==> config.mk <==
export PLATFORM = sky130hd
export DESIGN_NAME = gpio_port_ctrl
export DESIGN_NICKNAME = d
export VERILOG_FILES = /design/src/rtl/gpio_pkg.sv /design/src/rtl/gpio_rst_sync.sv /design/src/rtl/gpio_cfg_reg.sv /design/src/rtl/gpio_regfile.sv /design/src/rtl/gpio_in_edge.sv /design/src/rtl/gpio_ioc_flags.sv /design/src/rtl/gpio_pad_mux.sv /design/src/rtl/gpio_port_ctrl.sv
export SDC_FILE = /design/constraint.sdc
export NUM_CORES = 1
export LEC_CHECK = 0
export BUFFER_PORTS_ARGS = -buffer_cell sky130_fd_sc_hd__buf_2
export CORE_MARGIN = 1.5
export CORE_UTILIZATION = 25
export DETAILED_ROUTE_END_ITERATION = 10
export SYNTH_ARGS = -nofsm -noshare
export SYNTH_HDL_FRONTEND = slang
export SYNTH_HIERARCHICAL = 1
export SYNTH_SLANG_ARGS = --single-unit
==> constraint.sdc <==
create_clock -name clk -period 9.7 [get_ports clk]
set_input_delay 0.485 -clock clk [delete_from_list [all_inputs] [get_ports clk]]
set_output_delay 0.485 -clock clk [all_outputs]
set_load 0.05 [all_outputs]
==> src/rtl/gpio_pkg.sv <==
package gpio_pkg;
  localparam int unsigned ADDR_W = 4;

  localparam logic [ADDR_W-1:0] REG_PIN  = 4'd0;
  localparam logic [ADDR_W-1:0] REG_LAT  = 4'd1;
  localparam logic [ADDR_W-1:0] REG_DIR  = 4'd2;
  localparam logic [ADDR_W-1:0] REG_ANA  = 4'd3;
  localparam logic [ADDR_W-1:0] REG_PULL = 4'd4;
  localparam logic [ADDR_W-1:0] REG_LVL  = 4'd5;
  localparam logic [ADDR_W-1:0] REG_SLEW = 4'd6;
  localparam logic [ADDR_W-1:0] REG_ODR  = 4'd7;
  localparam logic [ADDR_W-1:0] REG_REN  = 4'd8;
  localparam logic [ADDR_W-1:0] REG_FEN  = 4'd9;
  localparam logic [ADDR_W-1:0] REG_FLG  = 4'd10;

  localparam int unsigned CFG_FIRST = 1;
  localparam int unsigned CFG_LAST  = 9;
endpackage

==> src/rtl/gpio_rst_sync.sv <==
module gpio_rst_sync (
  input  logic clk,
  input  logic rst_ni,
  output logic rst_no
);
  logic stage_q;
  logic out_q;

  always_ff @(posedge clk or negedge rst_ni) begin
    if (!rst_ni) begin
      stage_q <= 1'b0;
      out_q   <= 1'b0;
    end else begin
      stage_q <= 1'b1;
      out_q   <= stage_q;
    end
  end

  assign rst_no = out_q;
endmodule

==> src/rtl/gpio_cfg_reg.sv <==
module gpio_cfg_reg #(
  parameter int unsigned W = 8,
  parameter logic [W-1:0] RST_VAL = '0
) (
  input  logic         clk,
  input  logic         rst_ni,
  input  logic         en,
  input  logic [W-1:0] d,
  output logic [W-1:0] q
);
  logic [W-1:0] q_nxt;

  always_comb begin
    q_nxt = q;
    if (en) q_nxt = d;
  end

  always_ff @(posedge clk or negedge rst_ni) begin
    if (!rst_ni) q <= RST_VAL;
    else         q <= q_nxt;
  end
endmodule

==> src/rtl/gpio_regfile.sv <==
module gpio_regfile
  import gpio_pkg::*;
#(
  parameter int unsigned NPIN = 8,
  parameter int unsigned DW   = 8
) (
  input  logic              clk,
  input  logic              rst_ni,
  input  logic              bus_we,
  input  logic [ADDR_W-1:0] bus_addr,
  input  logic [DW-1:0]     bus_wdata,
  output logic [DW-1:0]     bus_rdata,
  input  logic [NPIN-1:0]   pin_val,
  input  logic [NPIN-1:0]   flag_q,
  output logic [NPIN-1:0]   cfg_q [CFG_FIRST:CFG_LAST],
  output logic [NPIN-1:0]   flag_clr
);
  logic [CFG_LAST:CFG_FIRST] wr_en;
  logic [NPIN-1:0]           wr_val;

  assign wr_val = bus_wdata[NPIN-1:0];

  always_comb begin
    for (int r = CFG_FIRST; r <= CFG_LAST; r++) begin
      wr_en[r] = bus_we && (bus_addr == ADDR_W'(r));
    end
    wr_en[REG_LAT] = bus_we && (bus_addr == REG_LAT || bus_addr == REG_PIN);
  end

  for (genvar r = CFG_FIRST; r <= CFG_LAST; r++) begin : g_cfg
    localparam logic [NPIN-1:0] RV =
      (r == REG_DIR || r == REG_ANA) ? {NPIN{1'b1}} : {NPIN{1'b0}};
    gpio_cfg_reg #(.W(NPIN), .RST_VAL(RV)) u_reg (
      .clk    (clk),
      .rst_ni (rst_ni),
      .en     (wr_en[r]),
      .d      (wr_val),
      .q      (cfg_q[r])
    );
  end

  always_comb begin
    flag_clr = '0;
    if (bus_we && bus_addr == REG_FLG) flag_clr = wr_val;
  end

  always_comb begin
    bus_rdata = '0;
    if (bus_addr == REG_PIN) bus_rdata[NPIN-1:0] = pin_val;
    if (bus_addr == REG_FLG) bus_rdata[NPIN-1:0] = flag_q;
    for (int r = CFG_FIRST; r <= CFG_LAST; r++) begin
      if (bus_addr == ADDR_W'(r)) bus_rdata[NPIN-1:0] = cfg_q[r];
    end
  end
endmodule

==> src/rtl/gpio_in_edge.sv <==
module gpio_in_edge #(
  parameter int unsigned NPIN = 8
) (
  input  logic            clk,
  input  logic            rst_ni,
  input  logic [NPIN-1:0] pad_in,
  input  logic [NPIN-1:0] ana_sel,
  output logic [NPIN-1:0] pin_val,
  output logic [NPIN-1:0] rise,
  output logic [NPIN-1:0] fall
);
  logic [NPIN-1:0] meta_q, sync_q, prev_q;
  logic [NPIN-1:0] meta_nxt, sync_nxt, prev_nxt;

  assign pin_val = sync_q & ~ana_sel;
  assign rise    = pin_val & ~prev_q;
  assign fall    = ~pin_val & prev_q;

  always_comb begin
    meta_nxt = pad_in;
    sync_nxt = meta_q;
    prev_nxt = pin_val;
  end

  always_ff @(posedge clk or negedge rst_ni) begin
    if (!rst_ni) begin
      meta_q <= '0;
      sync_q <= '0;
      prev_q <= '0;
    end else begin
      meta_q <= meta_nxt;
      sync_q <= sync_nxt;
      prev_q <= prev_nxt;
    end
  end
endmodule

==> src/rtl/gpio_ioc_flags.sv <==
module gpio_ioc_flags #(
  parameter int unsigned NPIN = 8
) (
  input  logic            clk,
  input  logic            rst_ni,
  input  logic [NPIN-1:0] rise,
  input  logic [NPIN-1:0] fall,
  input  logic [NPIN-1:0] rise_en,
  input  logic [NPIN-1:0] fall_en,
  input  logic [NPIN-1:0] clr,
  output logic [NPIN-1:0] flag_q,
  output logic            irq,
  output logic            wake
);
  logic [NPIN-1:0] hit;
  logic [NPIN-1:0] flag_nxt;

  always_comb begin
    hit      = (rise & rise_en) | (fall & fall_en);
    flag_nxt = (flag_q & ~clr) | hit;
  end

  always_ff @(posedge clk or negedge rst_ni) begin
    if (!rst_ni) flag_q <= '0;
    else         flag_q <= flag_nxt;
  end

  assign irq  = |(flag_q & (rise_en | fall_en));
  assign wake = |flag_q;
endmodule

==> src/rtl/gpio_pad_mux.sv <==
module gpio_pad_mux #(
  parameter int unsigned NPIN = 8
) (
  input  logic [NPIN-1:0] lat,
  input  logic [NPIN-1:0] dir_in,
  input  logic [NPIN-1:0] odr,
  input  logic [NPIN-1:0] ovr,
  input  logic [NPIN-1:0] p_out,
  input  logic [NPIN-1:0] p_oe,
  output logic [NPIN-1:0] pad_oe,
  output logic [NPIN-1:0] pad_out
);
  for (genvar i = 0; i < NPIN; i++) begin : g_pin
    always_comb begin
      if (ovr[i]) begin
        pad_oe[i]  = p_oe[i];
        pad_out[i] = p_out[i];
      end else if (dir_in[i]) begin
        pad_oe[i]  = 1'b0;
        pad_out[i] = lat[i];
      end else if (odr[i]) begin
        pad_oe[i]  = ~lat[i];
        pad_out[i] = 1'b0;
      end else begin
        pad_oe[i]  = 1'b1;
        pad_out[i] = lat[i];
      end
    end
  end
endmodule

==> src/rtl/gpio_port_ctrl.sv <==
module gpio_port_ctrl
  import gpio_pkg::*;
#(
  parameter int unsigned NPIN = 8,
  parameter int unsigned DW   = 8
) (
  input  logic              clk,
  input  logic              rst_n,
  input  logic [ADDR_W-1:0] bus_addr,
  input  logic [DW-1:0]     bus_wdata,
  input  logic              bus_we,
  output logic [DW-1:0]     bus_rdata,
  input  logic [NPIN-1:0]   pad_in,
  output logic [NPIN-1:0]   pad_oe,
  output logic [NPIN-1:0]   pad_out,
  output logic [NPIN-1:0]   pad_pu,
  output logic [NPIN-1:0]   pad_slew,
  output logic [NPIN-1:0]   pad_st,
  input  logic [NPIN-1:0]   periph_ovr,
  input  logic [NPIN-1:0]   periph_out,
  input  logic [NPIN-1:0]   periph_oe,
  output logic              irq,
  output logic              wake
);
  logic            rst_sync_n;
  logic [NPIN-1:0] cfg_q [CFG_FIRST:CFG_LAST];
  logic [NPIN-1:0] lat_q, dir_q, ana_q, odr_q, ren_q, fen_q;
  logic [NPIN-1:0] pin_val, rise, fall, flag_q, flag_clr;

  gpio_rst_sync u_rst (
    .clk    (clk),
    .rst_ni (rst_n),
    .rst_no (rst_sync_n)
  );

  gpio_regfile #(.NPIN(NPIN), .DW(DW)) u_regs (
    .clk       (clk),
    .rst_ni    (rst_sync_n),
    .bus_we    (bus_we),
    .bus_addr  (bus_addr),
    .bus_wdata (bus_wdata),
    .bus_rdata (bus_rdata),
    .pin_val   (pin_val),
    .flag_q    (flag_q),
    .cfg_q     (cfg_q),
    .flag_clr  (flag_clr)
  );

  assign lat_q    = cfg_q[REG_LAT];
  assign dir_q    = cfg_q[REG_DIR];
  assign ana_q    = cfg_q[REG_ANA];
  assign odr_q    = cfg_q[REG_ODR];
  assign ren_q    = cfg_q[REG_REN];
  assign fen_q    = cfg_q[REG_FEN];
  assign pad_pu   = cfg_q[REG_PULL];
  assign pad_st   = cfg_q[REG_LVL];
  assign pad_slew = cfg_q[REG_SLEW];

  gpio_in_edge #(.NPIN(NPIN)) u_in (
    .clk     (clk),
    .rst_ni  (rst_sync_n),
    .pad_in  (pad_in),
    .ana_sel (ana_q),
    .pin_val (pin_val),
    .rise    (rise),
    .fall    (fall)
  );

  gpio_ioc_flags #(.NPIN(NPIN)) u_ioc (
    .clk     (clk),
    .rst_ni  (rst_sync_n),
    .rise    (rise),
    .fall    (fall),
    .rise_en (ren_q),
    .fall_en (fen_q),
    .clr     (flag_clr),
    .flag_q  (flag_q),
    .irq     (irq),
    .wake    (wake)
  );

  gpio_pad_mux #(.NPIN(NPIN)) u_mux (
    .lat     (lat_q),
    .dir_in  (dir_q),
    .odr     (odr_q),
    .ovr     (periph_ovr),
    .p_out   (periph_out),
    .p_oe    (periph_oe),
    .pad_oe  (pad_oe),
    .pad_out (pad_out)
  );
endmodule

Word level (Yosys, flattened, before mapping)
Cells that the tools add are included.
{ "totals": {"register_bits": 106, "input_bits": 47, "output_inout_bits": 50, "elab_cells": 121} }
{ "classes": {"eq_ne": 10, "n_mux": 60, "n_bitwise": 22, "n_reduce_logical": 14} }
{ "op_table": {"columns": ["operator", "count"], "rows": [
  ["$mux W8", 12],
  ["$and A8 B8 Y8", 7],
  ["$mux W1", 48],
  ["$not A8 Y8", 4],
  ["$or A8 B8 Y8", 3],
  ["$eq A4 B3 Y1 const B", 4],
  ["$reduce_or A8 Y1", 2],
  ["$eq A4 B4 Y1 const B", 3],
  ["$logic_and A1 B1 Y1", 10],
  ["$eq A4 B2 Y1 const B", 2],
  ["$not A1 Y1", 8],
  ["$eq A4 B1 Y1 const B", 1],
  ["$logic_not A4 Y1", 1],
  ["$logic_or A1 B1 Y1", 1]
]} }

Depth between registers and ports, before layout
{ "depth": {"ltp_word": 13, "ltp_mapped": 8, "mapped_depth_nobuf": 7} }

Cells and area by module
The synthesis kept the hierarchy.
{ "by_module_without_submodules": {"columns": ["mod", "n_inst", "cells_per_inst", "area_each_um2", "seq_area_each_um2"], "rows": [
  ["gpio_cfg_reg (u_regs.g_cfg[1].u_reg ...)", 7, 17, 331.6, 200.2],
  ["gpio_regfile", 1, 171, 1066.0, 0.0],
  ["gpio_in_edge", 1, 56, 840.8, 600.6],
  ["gpio_cfg_reg (u_regs.g_cfg[2].u_reg ...)", 2, 17, 341.6, 210.2],
  ["gpio_ioc_flags", 1, 45, 412.9, 200.2],
  ["gpio_pad_mux", 1, 48, 330.3, 0.0],
  ["gpio_rst_sync", 1, 3, 53.8, 50.0]
]} }

Worst setup path before layout
Ideal clock, no wire load.
{ "synth_path": {"path_kind": "input to output", "start": "input bus_addr[3]", "end": "output bus_rdata[4]", "arrival_time_ps": 2186, "slack_ps": 7029, "stages": 6, "path_cell_list": "buf_2 buf_2 a21oi_1 o211ai_1 o221a_2 a2111oi_2"} }
{ "synth_via": {"elab_chain_cells": 12} }
{ "synth_lines": {"columns": ["item", "line", "rtl"], "rows": [
  ["from (decl)", "gpio_port_ctrl.sv:9", "input logic [ADDR_W-1:0] bus_addr,"],
  ["$logic_not A4 Y1", "gpio_regfile.sv:49", "if (bus_addr == REG_PIN) bus_rdata[NPIN-1:0] = pin_val;"],
  ["$mux W8", "gpio_regfile.sv:49", null],
  ["$mux W8", "gpio_regfile.sv:50", "if (bus_addr == REG_FLG) bus_rdata[NPIN-1:0] = flag_q;"],
  ["$mux W8 (8 in a row)", "gpio_regfile.sv:52", "if (bus_addr == ADDR_W'(r)) bus_rdata[NPIN-1:0] = cfg_q[r];"],
  ["$mux W8 *", "gpio_regfile.sv:52", null],
  ["to (decl)", "gpio_port_ctrl.sv:12", "output logic [DW-1:0] bus_rdata,"]
]} }
Mark *: on every way between the ends. The rest lies on a longest branch, timed or not.

Worst setup path in the final report
{ "layout_path": {"start": "input bus_addr[1]", "end": "output bus_rdata[1]"} }
Same word-level chain as after synthesis.

==> flow_summary.ini <==
[run_status]
status = finished, final reports clean

[clock_tree]
clock-sinks = 106
clockRootBuffer = clkbuf_16
clk_pin_slew_worst_paths_ns = 0.07
cts_resized = 0
cts_buffers = 9
cts_max_level = 3
cts_tree = built
clk_latency_ns = 0.36
holdBufCountCts = 1
cts_setup_buffers = 0
cts_buffer_depth = 2

[logic_synthesis]
synth_nets = 523
yosys_warnings = 6
synth_top_cell_area_share_pct = 39.5
ys_top_cells_by_area = dfrtp_1, mux2_4, dfstp_2
yosysTopAreaCell = dfrtp_1
synth.avg_cell_area_um2 = 12.0
synth-seq-cells = 106
syn_area_mm2 = 0.00571
seq_area_frac_synth_pct = 46.8
asyncSetResetFlopFracSynth_pct = 100
synth-main-ff-cell = dfrtp_1
synth_cells = 476
synth_edf_count = 0
yosysUniqueCellTypes = 53

[finish]
layout.nets = 612
finalNonFillerCells = 855
drive_above_1_share_pct = 41.9
synthToLayoutAreaGrowth_pct = 17.8
n_antenna_cell = 0

[timing]
clock_skew_ns = 0.0109
tightest_slew_ns = 1.04
period_share_pct = 32.2
slew_violations = 0
max_slew_margin_pct = 30.5
max_freq_mhz = 321
rsz0062_at_grt = false
hold_ws_ns = 0.224
finalCriticalPeriod_ns = 3.12
hold_viol = 0
tns_ns = 0
setup_viol_count_final = 0

[job]
cap_viol_max_count = 0

[setup_path]
endpoint_kind = output port
arrival_ns = 2.64
cp-start-kind = input port
timing.critical_path.from = bus_addr[1]
required_ns = 9.22
rr_startpoint = u_rst/rst_no
cp_max_fo = 42
criticalPathCategory = input port to output port

[route]
drt_wl_total_mm = 15.9
routed_via_density = 4.67
ant_nets = 0
drc = 0
dr_total_vias = 3997
drt-initial-drc-count = 214
wl_per_cell_um = 18.6
first_pass_iters = 4

[power_and_ir_drop]
clock_power_share_pct = 25.3
ir_worst_vdd_v = 0.0000808
combPwrFrac_pct = 31.0
sw_frac_of_total_pct = 35.9
leakagePower_nw = 3.08
intPower_mw = 0.938
seqPwrFrac_pct = 43.7
p_per_area_mw_per_mm2 = 218
p_sw_mw = 0.525

[die]
die_y_um = 154
die_area_mm2 = 0.0237
die_w_um = 154
ioPinCount = 97
core_mm2 = 0.0225
start_util_pct = 25.4
fp-row-count = 55

[global_route]
grt_max_degree = 75
antenna_found_initial = 0
grt_usage_pct = 13.9
gr-total-overflow = 0
grt_pass1_wl_mm = 24.6
grt_pass1_vias = 4082

[placed_design]
portBuffers = 96
place_inst = 838
place_congestion = 0.803
dpl.hpwl_mm = 11.2

[min_path]
holdCritPathClass = input port to register
hp-start = pad_in[1]
## worst max-delay path, stage by stage
cell and delay [ns]:
buf_2 0.61, inv_1 0.29, or4_1 0.53, a32o_1 0.24
a21oi_2 0.17, buf_2 0.29
## synth_stat cells, drive strengths merged, types with 2 or more instances
| master | instances |
|---|---|
| dfrtp | 90 |
| mux2 | 73 |
| o21ai | 34 |
| nor2 | 30 |
| nand2 | 23 |
| buf | 22 |
| nand2b | 20 |
| inv | 19 |
| and2 | 17 |
| mux2i | 17 |
| a21oi | 16 |
| dfstp | 16 |
| nor2b | 15 |
| a211oi | 13 |
| a21o | 9 |
| a22oi | 8 |
| o22ai | 7 |
| nand3 | 6 |
| nor3 | 5 |
| a221oi | 3 |
| o311ai | 3 |
| o32ai | 3 |
| a221o | 2 |
| clkbuf | 2 |
| nand4 | 2 |
| nor4 | 2 |
| o21a | 2 |
## area by class of cell
class | instances | area (um2)
clock buffer | 12 | 246
clock inverter | 4 | 48.8
fill | 2300 | 15800
inverter | 19 | 71.3
multi-input combinational | 327 | 2800
sequential | 106 | 2680
tap | 285 | 357
timing repair buffer | 102 | 528
## state kept, by name (all words and copies together), names as in the netlist
register              cells
u_in/sync_q               8
u_regs/g_cfg.u_reg/q     72
u_in/prev_q               8
u_rst/rst_no              1
u_in/meta_q               8
u_rst/stage_q             1
u_ioc/flag_q              8
## cells by family (layout without fill, tap and decap cells)
logic type,after synthesis,after routing,synth area share [%]
compound gates,110,110,13.6
mux,90,90,22.1
other cells,1,1,0.0657
simple gates,126,126,12.8
buf+inv,43,137,4.56
flops,106,106,46.8
## path summary, 6_finish.rpt
check | slack (ns) | to | cells after the start
max | 6.58 | bus_rdata[1] | 6
max reg2reg | 8.17 | u_in/sync_q[5] | 1
min in group asynchronous | 0.27 | u_regs/g_cfg[1].u_reg/q[3] | 0
min reg2reg | 0.27 | u_regs/g_cfg[1].u_reg/q[3] | 0
min | 0.22 | u_in/meta_q[1] | 1
max in group asynchronous | 8.17 | u_in/sync_q[5] | 1
## power by group through the flow
stage / Sequential [mW] / Combinational [mW] / Clock, mW
after floorplan: 0.697 / 0.276 / 0
after global placement: 0.646 / 0.451 / 0
after detailed placement: 0.647 / 0.455 / 0
after CTS: 0.640 / 0.456 / 0.380
after global routing: 0.654 / 0.482 / 0.399
final: 0.639 / 0.454 / 0.370
## layer usage
metal  vias to the layer above  part of all wire [%]  routed length [um]  track usage [%]
met5                         -                     0                   0                0
met4                         0                   2.2                 354             4.35
met3                        26                   7.3                1160             4.26
met2                       134                    44                7050             21.1
met1                      1960                    46                7360             18.7
li1                       1877                     -                   -                -
## through the flow
| stage | cell area, um2 | util [%] | power (mW) | setup slack, ns |
|---|---|---|---|---|
| after floorplan | 5710 | - | 0.973 | 6.56 |
| after global placement | 6420 | 28.5 | 1.10 | 6.61 |
| after detailed placement | 6420 | 28.5 | 1.10 | 6.59 |
| after CTS | 6730 | 29.9 | 1.48 | 6.59 |
| after global routing | 6730 | 29.9 | 1.54 | 6.47 |
| final | 6730 | 29.9 | 1.46 | 6.58 |
## placed cells by master (no fill, tap or decap), drive strengths merged, types with 5 or more instances in the layout
cell	instances
clkbuf	12
mux2i	17
a21o	9
dfstp	16
buf	101
nor2b	15
inv	20
nor3	5
o21ai	34
a22oi	8
a21oi	16
dfrtp	90
a211oi	13
o22ai	7
mux2	73
and2	17
nor2	30
nand2	23
nand2b	20
nand3	6
Power figures use the tool's default switching activity.
